**src/rtl/zbc_pkg.sv**
```systemverilog
// Shared types for the zero-block compressed memory controller.
package zbc_pkg;
    // Kind of bookkeeping a write triggers.
    typedef enum logic [1:0] {
        ACT_KEEP  = 2'd0,
        ACT_FREE  = 2'd1,
        ACT_ALLOC = 2'd2,
        ACT_FAULT = 2'd3
    } wr_act_e;
endpackage

```
**src/rtl/zbc_desc_table.sv**
```systemverilog
// Page descriptor table: per page, one space selector; per block, a zero
// flag and a way index. Two combinational lookup ports (read, write).
// Assumes PAGES, BLKS, WAYS, SPACES are powers of two and at least 2.
// Init and per-block updates are never requested in the same cycle.
module zbc_desc_table #(
    parameter int PAGES  = 8,
    parameter int BLKS   = 16,
    parameter int WAYS   = 4,
    parameter int SPACES = 4,
    localparam int PG_W = $clog2(PAGES),
    localparam int BK_W = $clog2(BLKS),
    localparam int WY_W = $clog2(WAYS),
    localparam int CS_W = $clog2(SPACES)
) (
    input  logic            clk,
    input  logic            rst_n,
    input  logic [PG_W-1:0] rd_page,
    input  logic [BK_W-1:0] rd_blk,
    output logic [CS_W-1:0] rd_cs,
    output logic            rd_null,
    output logic [WY_W-1:0] rd_way,
    input  logic [PG_W-1:0] wr_page,
    input  logic [BK_W-1:0] wr_blk,
    output logic [CS_W-1:0] wr_cs,
    output logic            wr_null,
    output logic [WY_W-1:0] wr_way,
    input  logic            init_en,
    input  logic [PG_W-1:0] init_page,
    input  logic [CS_W-1:0] init_cs,
    input  logic            mark_null_en,
    input  logic            mark_way_en,
    input  logic [WY_W-1:0] mark_way
);
    logic [CS_W-1:0] cs_q   [PAGES];
    logic [BLKS-1:0] null_q [PAGES];
    logic [WY_W-1:0] way_q  [PAGES][BLKS];

    // Lookup for the read port.
    always_comb begin
        rd_cs   = cs_q[rd_page];
        rd_null = null_q[rd_page][rd_blk];
        rd_way  = way_q[rd_page][rd_blk];
    end

    // Lookup for the write port.
    always_comb begin
        wr_cs   = cs_q[wr_page];
        wr_null = null_q[wr_page][wr_blk];
        wr_way  = way_q[wr_page][wr_blk];
    end

    // Descriptor state: reset, page init, per-block status updates.
    always_ff @(posedge clk) begin
        if (!rst_n) begin
            for (int p = 0; p < PAGES; p++) begin
                cs_q[p]   <= CS_W'(p % SPACES);
                null_q[p] <= '1;
                for (int b = 0; b < BLKS; b++) way_q[p][b] <= '0;
            end
        end else if (init_en) begin
            cs_q[init_page]   <= init_cs;
            null_q[init_page] <= '1;
        end else begin
            if (mark_null_en) null_q[wr_page][wr_blk] <= 1'b1;
            if (mark_way_en) begin
                null_q[wr_page][wr_blk] <= 1'b0;
                way_q[wr_page][wr_blk]  <= mark_way;
            end
        end
    end

    // after init every block of the page is zero.
    assert_init_clears_page_R8: assert property (@(posedge clk) disable iff (!rst_n)
        init_en |=> null_q[$past(init_page)] == '1);
    // a recorded allocation leaves the block non-zero with that way.
    assert_alloc_records_way_R6: assert property (@(posedge clk) disable iff (!rst_n)
        (mark_way_en && !init_en) |=> (!null_q[$past(wr_page)][$past(wr_blk)]
            && way_q[$past(wr_page)][$past(wr_blk)] == $past(mark_way)));
endmodule

```
**src/rtl/zbc_free_map.sv**
```systemverilog
// Slot occupancy map: one bit per (space, set, way), 1 = free.
// Provides the lowest free way of a looked-up set and takes allocate and
// release requests. Assumes allocate and release never coincide.
module zbc_free_map #(
    parameter int BLKS   = 16,
    parameter int WAYS   = 4,
    parameter int SPACES = 4,
    localparam int BK_W = $clog2(BLKS),
    localparam int WY_W = $clog2(WAYS),
    localparam int CS_W = $clog2(SPACES)
) (
    input  logic            clk,
    input  logic            rst_n,
    input  logic [CS_W-1:0] look_cs,
    input  logic [BK_W-1:0] look_set,
    output logic            pick_ok,
    output logic [WY_W-1:0] pick_way,
    input  logic            alloc_en,
    input  logic [WY_W-1:0] alloc_way,
    input  logic            rel_en,
    input  logic [WY_W-1:0] rel_way
);
    logic [WAYS-1:0] free_q [SPACES][BLKS];
    logic [WAYS-1:0] set_free;

    // Lowest-numbered free way of the looked-up set.
    always_comb begin
        set_free = free_q[look_cs][look_set];
        pick_ok  = |set_free;
        pick_way = '0;
        for (int w = WAYS - 1; w >= 0; w--) begin
            if (set_free[w]) pick_way = WY_W'(w);
        end
    end

    // Occupancy state: all free on reset, then allocate or release.
    always_ff @(posedge clk) begin
        if (!rst_n) begin
            for (int s = 0; s < SPACES; s++)
                for (int b = 0; b < BLKS; b++) free_q[s][b] <= '1;
        end else if (alloc_en) begin
            free_q[look_cs][look_set][alloc_way] <= 1'b0;
        end else if (rel_en) begin
            free_q[look_cs][look_set][rel_way] <= 1'b1;
        end
    end

    // only a free slot may be claimed.
    assert_alloc_slot_free_R6: assert property (@(posedge clk) disable iff (!rst_n)
        alloc_en |-> free_q[look_cs][look_set][alloc_way]);
    // only an occupied slot may be released.
    assert_release_slot_used_R5: assert property (@(posedge clk) disable iff (!rst_n)
        rel_en |-> !free_q[look_cs][look_set][rel_way]);
    // a slot is never both claimed and released in one cycle.
    assert_no_alloc_release_R5: assert property (@(posedge clk) disable iff (!rst_n)
        !(alloc_en && rel_en));
endmodule

```
**src/rtl/zblk_mem_ctrl.sv**
```systemverilog
// Zero-block compressed memory controller top.
// Translates (page, block) into a compressed address or a zero indication,
// and keeps descriptors and slot occupancy in step with block zero status.
// Assumes freeing the slots of a re-pointed page is done outside the block.
module zblk_mem_ctrl #(
    parameter int PAGES  = 8,
    parameter int BLKS   = 16,
    parameter int WAYS   = 4,
    parameter int SPACES = 4,
    localparam int PG_W = $clog2(PAGES),
    localparam int BK_W = $clog2(BLKS),
    localparam int WY_W = $clog2(WAYS),
    localparam int CS_W = $clog2(SPACES),
    localparam int CA_W = CS_W + BK_W + WY_W
) (
    input  logic            clk,
    input  logic            rst_n,
    input  logic            init_valid,
    input  logic [PG_W-1:0] init_page,
    input  logic [CS_W-1:0] init_space,
    input  logic            rd_valid,
    input  logic [PG_W-1:0] rd_page,
    input  logic [BK_W-1:0] rd_blk,
    output logic            rd_done,
    output logic            rd_zero,
    output logic [CA_W-1:0] rd_addr,
    input  logic            wr_valid,
    input  logic [PG_W-1:0] wr_page,
    input  logic [BK_W-1:0] wr_blk,
    input  logic            wr_is_null,
    output logic            wr_done,
    output logic [CA_W-1:0] wr_addr,
    output logic            move_fault
);
    import zbc_pkg::*;

    logic [CS_W-1:0] d_rd_cs, d_wr_cs;
    logic            d_rd_null, d_wr_null;
    logic [WY_W-1:0] d_rd_way, d_wr_way;
    logic            pick_ok;
    logic [WY_W-1:0] pick_way;
    logic            wr_take;
    wr_act_e         act;
    logic [CA_W-1:0] wr_addr_nxt;

    zbc_desc_table #(
        .PAGES(PAGES), .BLKS(BLKS), .WAYS(WAYS), .SPACES(SPACES)
    ) u_desc (
        .clk         (clk),
        .rst_n       (rst_n),
        .rd_page     (rd_page),
        .rd_blk      (rd_blk),
        .rd_cs       (d_rd_cs),
        .rd_null     (d_rd_null),
        .rd_way      (d_rd_way),
        .wr_page     (wr_page),
        .wr_blk      (wr_blk),
        .wr_cs       (d_wr_cs),
        .wr_null     (d_wr_null),
        .wr_way      (d_wr_way),
        .init_en     (init_valid),
        .init_page   (init_page),
        .init_cs     (init_space),
        .mark_null_en(act == ACT_FREE),
        .mark_way_en (act == ACT_ALLOC),
        .mark_way    (pick_way)
    );

    zbc_free_map #(
        .BLKS(BLKS), .WAYS(WAYS), .SPACES(SPACES)
    ) u_free (
        .clk      (clk),
        .rst_n    (rst_n),
        .look_cs  (d_wr_cs),
        .look_set (wr_blk),
        .pick_ok  (pick_ok),
        .pick_way (pick_way),
        .alloc_en (act == ACT_ALLOC),
        .alloc_way(pick_way),
        .rel_en   (act == ACT_FREE),
        .rel_way  (d_wr_way)
    );

    // Classify the write by old and new zero status; init wins over write.
    always_comb begin
        wr_take     = wr_valid && !init_valid;
        act         = ACT_KEEP;
        wr_addr_nxt = '0;
        if (wr_take) begin
            if (wr_is_null && !d_wr_null) begin
                act = ACT_FREE;
            end else if (!wr_is_null && d_wr_null) begin
                if (pick_ok) begin
                    act         = ACT_ALLOC;
                    wr_addr_nxt = {d_wr_cs, wr_blk, pick_way};
                end else begin
                    act = ACT_FAULT;
                end
            end else if (!wr_is_null) begin
                wr_addr_nxt = {d_wr_cs, wr_blk, d_wr_way};
            end
        end
    end

    // Registered read response from the pre-edge descriptor state.
    always_ff @(posedge clk) begin
        if (!rst_n) begin
            rd_done <= 1'b0;
            rd_zero <= 1'b0;
            rd_addr <= '0;
        end else begin
            rd_done <= rd_valid;
            rd_zero <= rd_valid && d_rd_null;
            rd_addr <= (rd_valid && !d_rd_null) ? {d_rd_cs, rd_blk, d_rd_way} : '0;
        end
    end

    // Registered write response and fault indication.
    always_ff @(posedge clk) begin
        if (!rst_n) begin
            wr_done    <= 1'b0;
            wr_addr    <= '0;
            move_fault <= 1'b0;
        end else begin
            wr_done    <= wr_take;
            wr_addr    <= wr_addr_nxt;
            move_fault <= (act == ACT_FAULT);
        end
    end

    // every read answers exactly one cycle later.
    assert_rd_latency_R2: assert property (@(posedge clk) disable iff (!rst_n)
        rd_valid |=> rd_done);
    // a zero answer carries no address.
    assert_zero_no_addr_R2: assert property (@(posedge clk) disable iff (!rst_n)
        (rd_done && rd_zero) |-> rd_addr == '0);
    // a fault is a write response without a slot.
    assert_fault_no_addr_R7: assert property (@(posedge clk) disable iff (!rst_n)
        move_fault |-> (wr_done && wr_addr == '0));
    // a write colliding with init yields no response.
    assert_init_drops_write_R9: assert property (@(posedge clk) disable iff (!rst_n)
        init_valid |=> !wr_done);
endmodule

```
**config.mk**
```make
export PLATFORM = sky130hd
export DESIGN_NAME = zblk_mem_ctrl
export DESIGN_NICKNAME = d
export VERILOG_FILES = /design/src/rtl/zbc_pkg.sv /design/src/rtl/zbc_desc_table.sv /design/src/rtl/zbc_free_map.sv /design/src/rtl/zblk_mem_ctrl.sv
export SDC_FILE = /design/constraint.sdc
export NUM_CORES = 2
export LEC_CHECK = 0
export ABC_AREA = 1
export BUFFER_PORTS_ARGS = -buffer_cell sky130_fd_sc_hd__buf_4
export CAP_MARGIN = 20
export CORE_ASPECT_RATIO = 1.25
export CORE_MARGIN = 5
export CORE_UTILIZATION = 40
export CTS_CLUSTER_DIAMETER = 40
export DETAILED_ROUTE_END_ITERATION = 8
export GPL_TIMING_DRIVEN = 0
export SYNTH_ARGS = -nofsm -noshare
export SYNTH_HDL_FRONTEND = slang
export SYNTH_SLANG_ARGS = --single-unit
```
**constraint.sdc**
```tcl
create_clock -name clk -period 4 [get_ports clk]
set_input_delay 0.8 -clock clk [delete_from_list [all_inputs] [get_ports clk]]
set_output_delay 0.8 -clock clk [all_outputs]
set_load 0.02 [all_outputs]
```
==> results.md <==
- Status: finished, violations left
- Violated checks: negative setup slack
- H-tree lvl count: 3
- Worst EP arrival: around 4.8 ns
- Crit Path Max Fanout: 10
- Initial antenna violation count: 5
- Max Transition Viols Final: 0
- Post-layout min period: between 4 and 5 ns
- Die area: slightly above 100000 um^2
- CTS tree: done
- # fillers: a little over 9k
- Pwr Total: 0.0227 W
- Nets: 5124
- Hold Fails Final Rpt: 0
- Root Buffer: clkbuf_16
- Port buffer count: just over 40
- Post-synthesis compound-gate area fraction: 11.3%
- 1st-pass router iterations: 7
- Synth Area in Simple Gates: approximately 30%
- PD cells: around 470 nW/um^2
- Final Worst Setup Slack: -0.143 ns
- Post-synthesis mux area share: 0%
- Core region area: 97200 um^2
- FFs w/ async S/R, synth: 0%
- Post-CTS Hold Fix Bufs: 0
- Routed vias/inst: about 6.6
- GPL Wtd Cong: around 1.1
- Max cap viols: 0
- Dpl hpwl: between 150000 and 200000 um
- 1st-iter DRT viols: between 8k and 9k
- Synth top area share: about half
- Share of layout cells above drive strength 1: between 15 and 20%
- Post-synthesis cell type count: 47
- Post-synth EDFFs: 656
- Syn avg cell area: 8.07 um^2
- Main combinational cell family by area after synthesis: simple AND/OR/NAND/NOR gates
- CTS Buf Count: 109
- Worst IR Drop VDD: 0.391 mV
- Die Span Y: 359 um
- Via count: about 43k
- CP required: around 4.6 ns
- Hold crit path type: input pin to flop
- Post-synthesis cell area: just under 40000 um^2
- Post-synthesis adder-cell area fraction: 0%
- Setup-failing EPs final: between 200 and 250
- Setup CP Type: input pin to flop
- Number of global-route vias before repair: around 40k
- RSZ-0062 raised after global routing: yes
- Ports: between 40 and 50
- Synth Net Count: around 5k
- Clock slew at reported path FFs: ~0.06 ns
- Gr usage total: roughly two fifths
- Placed cell area: around 40000 um^2
- Yosys synthesis warning count: 0
- Layout Area Growth over Synthesis: 24.7%
- Worst-Skew Late Latency: around 0.75 ns
- Ranking of synthesized cells by area: edfxtp_1 50%, nand2_1 14%, nor2_1 6.2%
- Pleak: ~17 nW
- DRC violations left: 0
- Final ANT Viol Nets: 0
- CP Launch Type: input pin
- Starting Density: ~40%
- # rows: roughly 130
- Post-synthesis sequential area ratio: around half
- Global route total overflow: 0
- Post-route cell area: 48600 um^2
- # clock sinks: 676
- First-pass GRT wire length: 299000 um
- Worst-margin pin slew: roughly 1.3 ns
- CTS Buffer Depth: 3
- CP endpoint kind: flop
- Cell taking the most area after synthesis: edfxtp_1
- Crit share post-route: 104%
- Die Wd: 289 um
- Final wirelength: 222000 um
- Rel. slew slack: between 10% and 20%
- Fmax: about 240 MHz
- Top FF cell, synth: edfxtp_1
- Largest net degree at the start of global routing: 16
- Routed WL per cell: around 34 um
- Mapped Cells: between 4k and 5k
- Clk_skew: 0.0497 ns
- Synth Area in XOR/XNOR: 0%
- Yosys reg bits: approximately 680
## what timing repair did
| item | in CTS | in global routing |
|---|---|---|
| setup buffers | 36 | 44 |
| endpoints found under the setup margin | 1288 | 1255 |
| gates resized for setup | 504 | 314 |
| pin swaps | 16 | 45 |
| cloned | 2 | 10 |
## state kept, by name, indices dropped and copies added (netlist names)
signal and flops:
move_fault 1, rd_addr 8, rd_done 1, rd_zero 1, u_desc.cs_q 16, u_desc.null_q 128, u_desc.way_q 256, u_free.free_q 256
wr_addr 8, wr_done 1
## stage by stage
| step | utilization (%) | setup slack [ns] | hold slack, ns | instances | TNS [ns] |
|---|---|---|---|---|---|
| 5_1_grt | 50.0 | -0.139 | 0.355 | 6494 | -5.64 |
| 3_5_place_dp | 42.4 | -2.67 | 0.675 | 6191 | -2581.72 |
| 3_3_place_gp | 42.1 | -2.73 | 0.663 | 6174 | -2631.74 |
| 4_1_cts | 48.4 | 0.000584 | 0.341 | 6434 | 0 |
| 6_report | 50.0 | -0.143 | 0.345 | 6497 | -6.54 |
| 2_1_floorplan | - | 0.321 | 0.626 | 4833 | 0 |
## cell type report
class | instances | area [um^2] | share of cell area, %
sequential | 676 | 20100 | 41.3
multi-input combinational | 3528 | 17700 | 36.4
buffer | 445 | 2940 | 6.04
clock buffer | 125 | 2930 | 6.03
timing repair buffer | 155 | 1640 | 3.37
tap | 1300 | 1630 | 3.34
clock inverter | 81 | 900 | 1.85
inverter | 184 | 812 | 1.67
antenna | 3 | 7.51 | 0.0154
## where the power goes
group / internal, W / switching [W] / leakage, nW
Sequential: 0.00787 / 0.000101 / 5.72
Combinational: 0.00107 / 0.00362 / 9.52
Clock: 0.00612 / 0.00396 / 1.86
Total: 0.0151 / 0.00769 / 17.1
## logic make-up (layout without fill, tap and decap cells)
group	Yosys count	in the layout
buffers and inverters	630	990
AOI/OAI and AO/OA	741	741
DFF	676	676
and+or+nand+nor	2786	2787
other	0	3
## synthesized netlist by cell type, types with 3 or more instances
master / instances
nand2_2: 3
buf_4: 25
nand4_1: 376
o221ai_1: 48
o311ai_0: 3
inv_2: 30
o21ai_2: 15
nand3_2: 9
nand3_1: 277
o22ai_1: 47
buf_1: 38
o211ai_1: 7
nor2_1: 640
a311oi_1: 3
nor2_2: 11
dfxtp_1: 20
a31oi_1: 6
a22o_1: 9
nand2_1: 1458
o21ai_1: 71
inv_1: 152
edfxtp_1: 656
clkbuf_1: 253
buf_2: 129
a22oi_1: 51
o2111ai_1: 3
o21ai_0: 367
a21oi_1: 67
nor3_1: 5
a221oi_1: 32
## layout by cell type, fill, tap and decap left out, drive strengths merged, types with 7 or more instances in the layout
cell type  count
a22o           9
clkinv        32
dfxtp         20
inv          200
a21oi         68
clkbuf       384
edfxtp       656
o21ai        454
buf          337
a22oi         51
nand4        376
a221oi        32
bufinv        12
o211ai         7
nand2       1461
o22ai         47
nor2         653
o221ai        48
clkinvlp      21
nand3        288
## final timing paths
kind	start	slack (ns)	cells past startpoint	end
setup / recovery	rd_page[0]	-0.14	12	rd_addr[0]
hold / removal	rd_valid	0.35	3	rd_done
setup reg to reg	u_desc.cs_q[0][0]	-0.04	24	u_desc.null_q[3][14]
hold reg to reg	u_desc.cs_q[5][0]	0.70	4	rd_addr[6]
## per-layer routing
layer  wire, um  vias up  global-route usage [%]
met5         20        -                       0
met4      24600        4                    34.9
met3      31700     1200                    12.4
met2      93100     4058                    59.5
met1      72700    20200                    48.5
li1           -    17400                       -
## critical path: stages
cell and delay, ns:
clkbuf_1 0.19, inv_1 0.13, clkbuf_1 0.35, clkbuf_1 0.58, clkbuf_1 0.80, clkbuf_1 0.63
o21ai_0 0.21, o221ai_1 0.23, nand3_1 0.19, nand3_1 0.16, nand3_1 0.17, a311oi_1 0.32
No activity file was read; power rests on OpenSTA's default activity.
